[config.mk]
export PLATFORM = sky130hd
export DESIGN_NAME = irq_cascade_resolver
export DESIGN_NICKNAME = d
export VERILOG_FILES = /design/src/rtl/irq_res_pkg.sv /design/src/rtl/irq_edge_detect.sv /design/src/rtl/irq_service_gate.sv /design/src/rtl/irq_prio_pick.sv /design/src/rtl/irq_cascade_resolver.sv
export SDC_FILE = /design/constraint.sdc
export NUM_CORES = 1
export LEC_CHECK = 0
export BUFFER_PORTS_ARGS = -buffer_cell sky130_fd_sc_hd__buf_2
export CORE_MARGIN = 2
export CORE_UTILIZATION = 58
export CTS_BUF_LIST = sky130_fd_sc_hd__clkbuf_16
export DETAILED_ROUTE_END_ITERATION = 6
export PLACE_DENSITY = 0.85
export SYNTH_ARGS = -nofsm -noshare
export SYNTH_HDL_FRONTEND = slang
export SYNTH_SLANG_ARGS = --single-unit
[constraint.sdc]
create_clock -name clk -period 3.06 [get_ports clk]
set_input_delay 0.153 -clock clk [delete_from_list [all_inputs] [get_ports clk]]
set_output_delay 0.153 -clock clk [all_outputs]
set_load 0.01 [all_outputs]
[src/rtl/irq_res_pkg.sv]
package irq_res_pkg;

    localparam int unsigned GROUP_LINES = 8;
    localparam int unsigned NUM_LINES   = 2 * GROUP_LINES;
    localparam int unsigned CASCADE_IN  = 2;
    localparam int unsigned IDX_W       = $clog2(NUM_LINES);

    typedef logic [NUM_LINES-1:0] line_vec_t;
    typedef logic [IDX_W-1:0]     line_idx_t;

    typedef struct packed {
        line_vec_t pend;
        line_vec_t isr;
        line_vec_t mask;
    } res_state_t;

    // Rank of a line: 0 is most urgent. The second group is ranked
    // inside the cascade slot; the cascade input gets the last rank.
    function automatic line_idx_t rank_of(input int unsigned line);
        int unsigned r;
        if (line < CASCADE_IN)
            r = line;
        else if (line == CASCADE_IN)
            r = NUM_LINES - 1;
        else if (line >= GROUP_LINES)
            r = CASCADE_IN + (line - GROUP_LINES);
        else
            r = line - 1 + GROUP_LINES;
        return line_idx_t'(r);
    endfunction

    // Inverse of rank_of.
    function automatic line_idx_t line_of(input int unsigned rank);
        int unsigned l;
        if (rank < CASCADE_IN)
            l = rank;
        else if (rank < CASCADE_IN + GROUP_LINES)
            l = GROUP_LINES + (rank - CASCADE_IN);
        else if (rank < NUM_LINES - 1)
            l = rank - GROUP_LINES + 1;
        else
            l = CASCADE_IN;
        return line_idx_t'(l);
    endfunction

endpackage

[src/rtl/irq_edge_detect.sv]
module irq_edge_detect
    import irq_res_pkg::*;
#(
    parameter int unsigned N    = NUM_LINES,
    parameter int unsigned SKIP = CASCADE_IN
) (
    input  logic         clk,
    input  logic         rst_n,
    input  logic [N-1:0] irq,
    output logic [N-1:0] rise,
    output logic [N-1:0] level
);
    localparam logic [N-1:0] KEEP = ~(N'(1) << SKIP);

    logic [N-1:0] prev_d, prev_q;

    always_comb begin
        prev_d = irq;
        rise   = irq & ~prev_q & KEEP;
        level  = irq & KEEP;
    end

    always_ff @(posedge clk or negedge rst_n) begin
        if (!rst_n) prev_q <= '0;
        else        prev_q <= prev_d;
    end
endmodule

[src/rtl/irq_service_gate.sv]
module irq_service_gate
    import irq_res_pkg::*;
#(
    parameter int unsigned N  = NUM_LINES,
    parameter int unsigned IW = IDX_W
) (
    input  logic          isr_found,
    input  logic [IW-1:0] isr_rank,
    output logic [N-1:0]  allowed
);
    for (genvar l = 0; l < N; l++) begin : g_line
        localparam logic [IW-1:0] MY_RANK = IW'(rank_of(l));
        assign allowed[l] = !isr_found || (MY_RANK < isr_rank);
    end
endmodule

[src/rtl/irq_prio_pick.sv]
module irq_prio_pick
    import irq_res_pkg::*;
#(
    parameter int unsigned N  = NUM_LINES,
    parameter int unsigned IW = IDX_W
) (
    input  logic [N-1:0]  req,
    output logic          found,
    output logic [IW-1:0] line,
    output logic [IW-1:0] rank
);
    always_comb begin
        found = 1'b0;
        line  = '0;
        rank  = '0;
        // Walk from least to most urgent; the last hit is the winner.
        for (int r = N - 2; r >= 0; r--) begin
            if (req[line_of(r)]) begin
                found = 1'b1;
                line  = IW'(line_of(r));
                rank  = IW'(r);
            end
        end
    end
endmodule

[src/rtl/irq_cascade_resolver.sv]
module irq_cascade_resolver
    import irq_res_pkg::*;
#(
    parameter int unsigned N  = NUM_LINES,
    parameter int unsigned IW = IDX_W
) (
    input  logic          clk,
    input  logic          rst_n,
    input  logic [N-1:0]  irq,
    input  logic          mask_we,
    input  logic [N-1:0]  mask_in,
    input  logic          ack,
    input  logic          eoi,
    output logic          int_out,
    output logic [IW-1:0] vector
);
    res_state_t state_d, state_q;

    logic [N-1:0]  rise, level, allowed, eligible;
    logic          isr_found, win_found;
    logic [IW-1:0] isr_line, isr_rank, win_line, win_rank;

    // Plain copies of the state for the bound checker.
    logic [N-1:0] pend_vec, isr_vec, mask_vec;
    assign pend_vec = state_q.pend;
    assign isr_vec  = state_q.isr;
    assign mask_vec = state_q.mask;

    irq_edge_detect #(.N(N), .SKIP(CASCADE_IN)) edge_i (
        .clk   (clk),
        .rst_n (rst_n),
        .irq   (irq),
        .rise  (rise),
        .level (level)
    );

    irq_prio_pick #(.N(N), .IW(IW)) isr_pick_i (
        .req   (state_q.isr),
        .found (isr_found),
        .line  (isr_line),
        .rank  (isr_rank)
    );

    irq_service_gate #(.N(N), .IW(IW)) gate_i (
        .isr_found (isr_found),
        .isr_rank  (isr_rank),
        .allowed   (allowed)
    );

    assign eligible = state_q.pend & ~state_q.mask & allowed;

    irq_prio_pick #(.N(N), .IW(IW)) win_pick_i (
        .req   (eligible),
        .found (win_found),
        .line  (win_line),
        .rank  (win_rank)
    );

    always_comb begin
        state_d      = state_q;
        state_d.pend = (state_q.pend & level) | rise;
        if (eoi && isr_found)
            state_d.isr[isr_line] = 1'b0;
        if (ack && win_found) begin
            state_d.pend[win_line] = 1'b0;
            state_d.isr[win_line]  = 1'b1;
        end
        if (mask_we)
            state_d.mask = mask_in;
    end

    always_ff @(posedge clk or negedge rst_n) begin
        if (!rst_n) state_q <= '0;
        else        state_q <= state_d;
    end

    assign int_out = win_found;
    assign vector  = win_found ? win_line : '0;

    logic unused_rank;
    assign unused_rank = ^win_rank;
endmodule

==> impl_metrics.yaml, run 1 <==
timing:
  setup_ws_ps: -279
  max_freq_mhz: 300
  post-route-period-util_pct: 109
  drv_slew: 0
  finalCriticalPeriod_ps: 3340
  relSlewSlack_pct: 39.7
  finalHoldViolCount: 0
  setup_viol: 31
  worstMarginPinSlew_ps: 904
  clock_skew_ps: 5.94
pwr:
  ir_drop_v: 0.000804
  power_leakage_nw: 1.96
  power_density_mw_per_mm2: 1220
  power_w: 0.00546
floorplanning:
  io_pins: 42
  start_util_pct: 61.3
  core_area_mm2: 0.00520
  die_area_mm2: 0.00611
  rows: 26
  dieHeight_um: 78.2
  die_x_um: 78.2
route:
  drt_drc_violations_left: 14
  ant_nets: 0
  routedWlPerCell_um: 27.4
  routed_wl_um: 13600
  firstDrtPassIters: 7
  vias: 3826
  viasPerCell: 7.74
  drt-initial-drc-count: 980
yosys:
  ys_warn_count: 0
  netlist_area_mm2: 0.00319
  muxShareOfSynthArea_pct: 4.24
  synth_compound_area_share_pct: 25.7
  synth_edf_count: 0
  synth_fa_ha_area_share_pct: 0
  ys_ff_latch: 60
  syn_area_per_cell_um2: 9.87
  synthSimpleGateAreaFrac_pct: 18.2
  syn_nets: 360
  synth_cell_types: 62
  synth_ff_type: "dfrtp_1"
  synth-xor-area-share_pct: 0
  netlist_instances: 323
  synth_top_family_by_area: "compound AO/OA/AOI/OAI gates"
  yosysSeqAreaShare_pct: 47.1
  async_reset_ff_share_pct: 100
global_routing:
  grt_antenna_before_repair: 0
  grt_pass1_wl_um: 16600
  grt.total_usage_pct: 35.9
  gr-total-overflow: 0
  grt_pass1_vias: 3219
  grt_max_degree: 42
cts:
  clk_latency_ps: 340
  cts.clk_slew.worst_paths_ps: 50
  cts_tree: "yes"
  cts_root_buffer: "clkbuf_16"
  numCtsBuffers: 9
  cts.sinks: 60
  cts.htree.levels: 3
  cts_buffer_depth: 2
setup_path:
  crit_type: "reg2reg"
  worstPathRequired_ps: 3270
  path_max_fanout: 15
  end_kind: "flop"
  worstSetupStartpoint: "isr_vec[1]"
  cp.arrival_ps: 3540
  start_kind: "flop"
  r2r-start: "isr_vec[1]"
place:
  dpl.hpwl_um: 6160
  pre_cts_ws_ps: 60.9
  placement.io_buffers: 39
  place.gp.congestion: 1.06
cells_and_area:
  layout-drive-gt1-share_pct: 38.4
  fin_nets: 456
  area_growth_pct: 40.6
  antennaDiodeCount: 0
  final_cell_mix: "dfrtp_1 (54), buf_4 (42), buf_2 (37), o21ai_0 (29), inv_1 (22)"
  layout_commonest_cell: "dfrtp_1"
outcome:
  violations: "design-rule violations, negative setup slack"
  outcome: "finished with violations"
worst_hold_path:
  hp-class: "in2reg"
  hp-start: "mask_in[11]"
flow_run:
  cap_violations: 0
## stage by stage
| step | TNS (ps) | cells | hold WS, ps | utilization [%] | instance area [um2] |
|---|---|---|---|---|---|
| after global placement | 0 | 444 | 274 | 69.5 | 3620 |
| final | -4550 | 494 | 48.9 | 86.2 | 4480 |
| after detailed placement | 0 | 444 | 272 | 69.5 | 3620 |
| after floorplan | 0 | 323 | -143 | - | 3190 |
| after CTS | -8.18 | 481 | 27.1 | 80.2 | 4180 |
| after global routing | -6970 | 494 | 48.6 | 86.2 | 4480 |
## synthesized netlist by cell type (5+ instances only)
cell	count	area (um2)
inv_1	22	82.6
clkbuf_1	7	26.3
o31ai_1	12	90.1
nor2_1	19	71.3
nand2_1	14	52.6
a21oi_1	7	35.0
nor2b_1	11	68.8
nor4_1	5	31.3
nor3_1	7	35.0
nand3_1	6	30.0
a31oi_1	15	93.8
nand2b_1	7	43.8
mux2_2	12	135
buf_2	6	30.0
o21ai_0	30	150
dfrtp_1	60	1500
## final cells by class
| cell class | count | area [um2] |
|---|---|---|
| clock buffer | 9 | 225 |
| clock inverter | 7 | 115 |
| fill | 210 | 721 |
| inverter | 25 | 98.8 |
| multi-input combinational | 224 | 1730 |
| sequential | 60 | 1510 |
| tap | 70 | 87.6 |
| timing repair buffer | 99 | 723 |
## per-layer routing
layer  vias to the layer above  part of all wire, %  global-route usage, %  routed length (um)
met5                         -                    0                      0                   0
met4                         0                  9.4                   17.7                1270
met3                       187                   15                   9.20                1980
met2                       487                   43                   58.4                5890
met1                      1735                   33                   44.6                4410
li1                       1417                    -                      -                   -
## cells by family (layout without fill, tap and decap cells)
group                  Yosys count  count (layout)
multiplexers                    12              12
flip-flops                      60              60
AO/OA/AOI/OAI                  113             113
buffers and inverters           39             140
AND/OR/NAND/NOR                 99              99
## flip-flops by register name, indices dropped and copies added, names as in the netlist
name / cells
edge_i.prev_q: 15
isr_vec: 15
mask_vec: 15
pend_vec: 15
## worst max-delay path, stage by stage (launching register included)
cell	delay, ps
dfrtp_2	480
buf_12	160
or4_4	560
nor3b_4	250
nand3b_1	110
o21ai_1	270
a211oi_2	150
o211ai_1	140
o21a_2	230
clkinv_1	130
buf_12	150
buf_4	200
o31ai_1	360
## path summary, 6_finish.rpt
kind | endpoint | slack (ps) | depth (start not counted)
max in group asynchronous | isr_vec[5] | 1740 | 3
worst min-delay path | mask_vec[11] | 50 | 2
worst max register to register | isr_vec[8] | -280 | 12
worst max-delay path | isr_vec[8] | -280 | 12
worst min register to register | mask_vec[1] | 510 | 1
min in group asynchronous | edge_i.prev_q[1] | 490 | 2
## timing repair
item                                   in CTS  in global routing
endpoints found under the hold margin      55                  0
setup endpoints to repair                   9                 34
hold buffers                               16                  0
cloned                                      0                  0
buffers inserted                            5                 14
gates resized for setup                     6                 45
pin swaps                                   4                 11
## where the power goes
| part | internal (W) | total, W | leakage (nW) | switching (W) |
|---|---|---|---|---|
| clock network | 0.000791 | 0.00116 | 0.163 | 0.000367 |
| registers | 0.000933 | 0.00115 | 0.727 | 0.000219 |
| logic | 0.00120 | 0.00315 | 1.07 | 0.00195 |
| total | 0.00293 | 0.00546 | 1.96 | 0.00253 |
Power figures use the tool's default switching activity.
==> run 2: changes to the inputs <==
--- a/config.mk
+++ b/config.mk
@@ -6,11 +6,13 @@
 export NUM_CORES = 1
 export LEC_CHECK = 0
 export BUFFER_PORTS_ARGS = -buffer_cell sky130_fd_sc_hd__buf_2
+export CELL_PAD_IN_SITES_DETAIL_PLACEMENT = 1
+export CELL_PAD_IN_SITES_GLOBAL_PLACEMENT = 2
 export CORE_MARGIN = 2
-export CORE_UTILIZATION = 58
+export CORE_UTILIZATION = 36
 export CTS_BUF_LIST = sky130_fd_sc_hd__clkbuf_16
 export DETAILED_ROUTE_END_ITERATION = 6
-export PLACE_DENSITY = 0.85
+export PLACE_DENSITY = 0.83
 export SYNTH_ARGS = -nofsm -noshare
 export SYNTH_HDL_FRONTEND = slang
 export SYNTH_SLANG_ARGS = --single-unit
==> run 2 against run 1 <==
The flow finishes with violations (negative hold slack, negative setup slack); non-clock buffer count is 4 higher; die area rose by 58%; clock skew grew 3.3 ps; critical path depth decreased by 3; hold slack got worse by 68 ps; fmax increased by 8.4%; via count decreased by 19%; utilization is 34 points lower; largest cell class unchanged.
==> impl_metrics.yaml, run 2 (synthesized netlist as in run 1, its figures left out) <==
outcome:
  outcome: "finished with violations"
  violations: "negative hold slack, negative setup slack"
setup_path:
  worstPathRequired_ps: 3300
  r2r-start: "isr_vec[1]"
  start_kind: "flop"
  cp.arrival_ps: 3320
  worstSetupStartpoint: "isr_vec[1]"
  crit_type: "reg2reg"
  end_kind: "flop"
  path_max_fanout: 7
timing:
  whs_ps: -18.9
  worstMarginPinSlew_ps: 1030
  max_freq_mhz: 325
  rsz0062_at_grt: "yes"
  post-route-period-util_pct: 101
  drv_slew: 0
  finalHoldViolCount: 4
  tns_ps: -29.0
  finalCriticalPeriod_ps: 3080
  setup_viol: 2
  setup_ws_ps: -19.0
  relSlewSlack_pct: 30.5
  clock_skew_ps: 9.20
pwr:
  power_frac_seq_pct: 22.0
  switching_power_w: 0.00230
  switching_share_pct: 45.8
  power_leakage_nw: 1.96
  ir_drop_v: 0.000437
  power_density_mw_per_mm2: 1120
  pwr-share-clk_pct: 17.9
  internal-power_w: 0.00272
  p_comb_share_pct: 60.1
place:
  placement.io_buffers: 39
  place.gp.congestion: 0.939
  pre_cts_ws_ps: 22.2
  dpl.hpwl_um: 7460
  postPlaceCellArea_mm2: 0.00373
global_routing:
  grt_max_degree: 47
  grt_antenna_before_repair: 0
  grt_pass1_vias: 3243
  grt.total_usage_pct: 22.7
  gr-total-overflow: 0
  grt_pass1_wl_um: 17100
floorplanning:
  rows: 34
  die_area_mm2: 0.00963
  dieHeight_um: 98.1
  die_x_um: 98.1
  core_area_mm2: 0.00864
  start_util_pct: 36.9
  io_pins: 42
cells_and_area:
  layout-drive-gt1-share_pct: 38.2
  layout_commonest_cell: "dfrtp_1"
  ff_latch_area_mm2: 0.00151
  stdcell_area_mm2: 0.00449
  final_cell_mix: "dfrtp_1 (54), buf_4 (43), buf_2 (39), o21ai_0 (29), inv_1 (22)"
  fin_nets: 460
  multi_input_area_mm2: 0.00174
  antennaDiodeCount: 0
  fillers: 980
  area_growth_pct: 40.7
cts:
  cts_root_buffer: "clkbuf_16"
  cts.clk_slew.worst_paths_ps: 60
  cts.htree.levels: 3
  cts_tree: "yes"
  numCtsBuffers: 9
  clk_latency_ps: 340
  cts.sinks: 60
  cts_buffer_depth: 2
flow_run:
  cap_violations: 0
route:
  viasPerCell: 5.80
  drt-initial-drc-count: 199
  firstDrtPassIters: 4
  vias: 3102
  routed_wl_um: 11100
  drt_drc_violations_left: 0
  routedWlPerCell_um: 20.8
  ant_nets: 0
worst_hold_path:
  hp-class: "in2async"
==> run 2: metrics by stage <==
| stage | cells | hold WS, ps | util [%] | total power, W |
|---|---|---|---|---|
| after floorplan | 323 | -143 | - | 0.00244 |
| after global placement | 491 | 272 | 43.2 | 0.00338 |
| after detailed placement | 491 | 274 | 43.2 | 0.00343 |
| after CTS | 522 | 27.6 | 48.6 | 0.00449 |
| after global routing | 535 | 49.9 | 52.0 | 0.00528 |
| final | 535 | -18.9 | 52.0 | 0.00502 |
==> run 2: metal layers <==
layer	track usage, %	vias to the layer above	wire length (um)	share of wire [%]
met4	7.05	0	298	2.7
met5	0	-	0	0
met1	30.6	1571	4920	44
met3	3.94	20	470	4.2
li1	-	1421	-	-
met2	37.5	90	5420	49
==> run 2: power by group through the flow <==
stage	Combinational [W]	Sequential (W)	Clock (W)
floorplan	0.00140	0.00104	0
global placement	0.00229	0.00109	0
detailed placement	0.00233	0.00110	0
CTS	0.00249	0.00110	0.000907
global route	0.00320	0.00113	0.000950
finish	0.00302	0.00110	0.000898
==> run 2: what timing repair did <==
action | CTS | global route
pin swaps | 5 | 12
setup buffers | 1 | 13
hold endpoints to repair | 15 | 0
setup endpoints to repair | 2 | 33
gates resized for setup | 12 | 36
hold buffers | 15 | 0
==> run 2: path summary, 6_finish.rpt <==
path / to / slack, ps / depth (start not counted)
max: isr_vec[10] / -20 / 9
min: edge_i.prev_q[14] / -20 / 1
max reg2reg: isr_vec[10] / -20 / 9
min reg2reg: mask_vec[3] / 500 / 1
max in group asynchronous: isr_vec[1] / 2230 / 2
min in group clk: mask_vec[5] / 30 / 3
==> run 2: cell type report <==
cell class	count	share of cell area, %
clock buffers	9	5.02
multi-input cells	224	38.9
repair buffers	103	16.6
flip-flops and latches	60	33.6
clock inverters	6	0.725
well taps	108	3.01
inverters	25	2.12
==> run 2: worst max-delay path: stages, from the launching register on <==
cell and delay (ps):
dfrtp_2 450, buf_6 150, nor4_4 430, nand4_1 220, nor2_2 200, o41ai_4 130
o32a_1 320, a211o_4 370, or4_4 510, o32ai_2 220
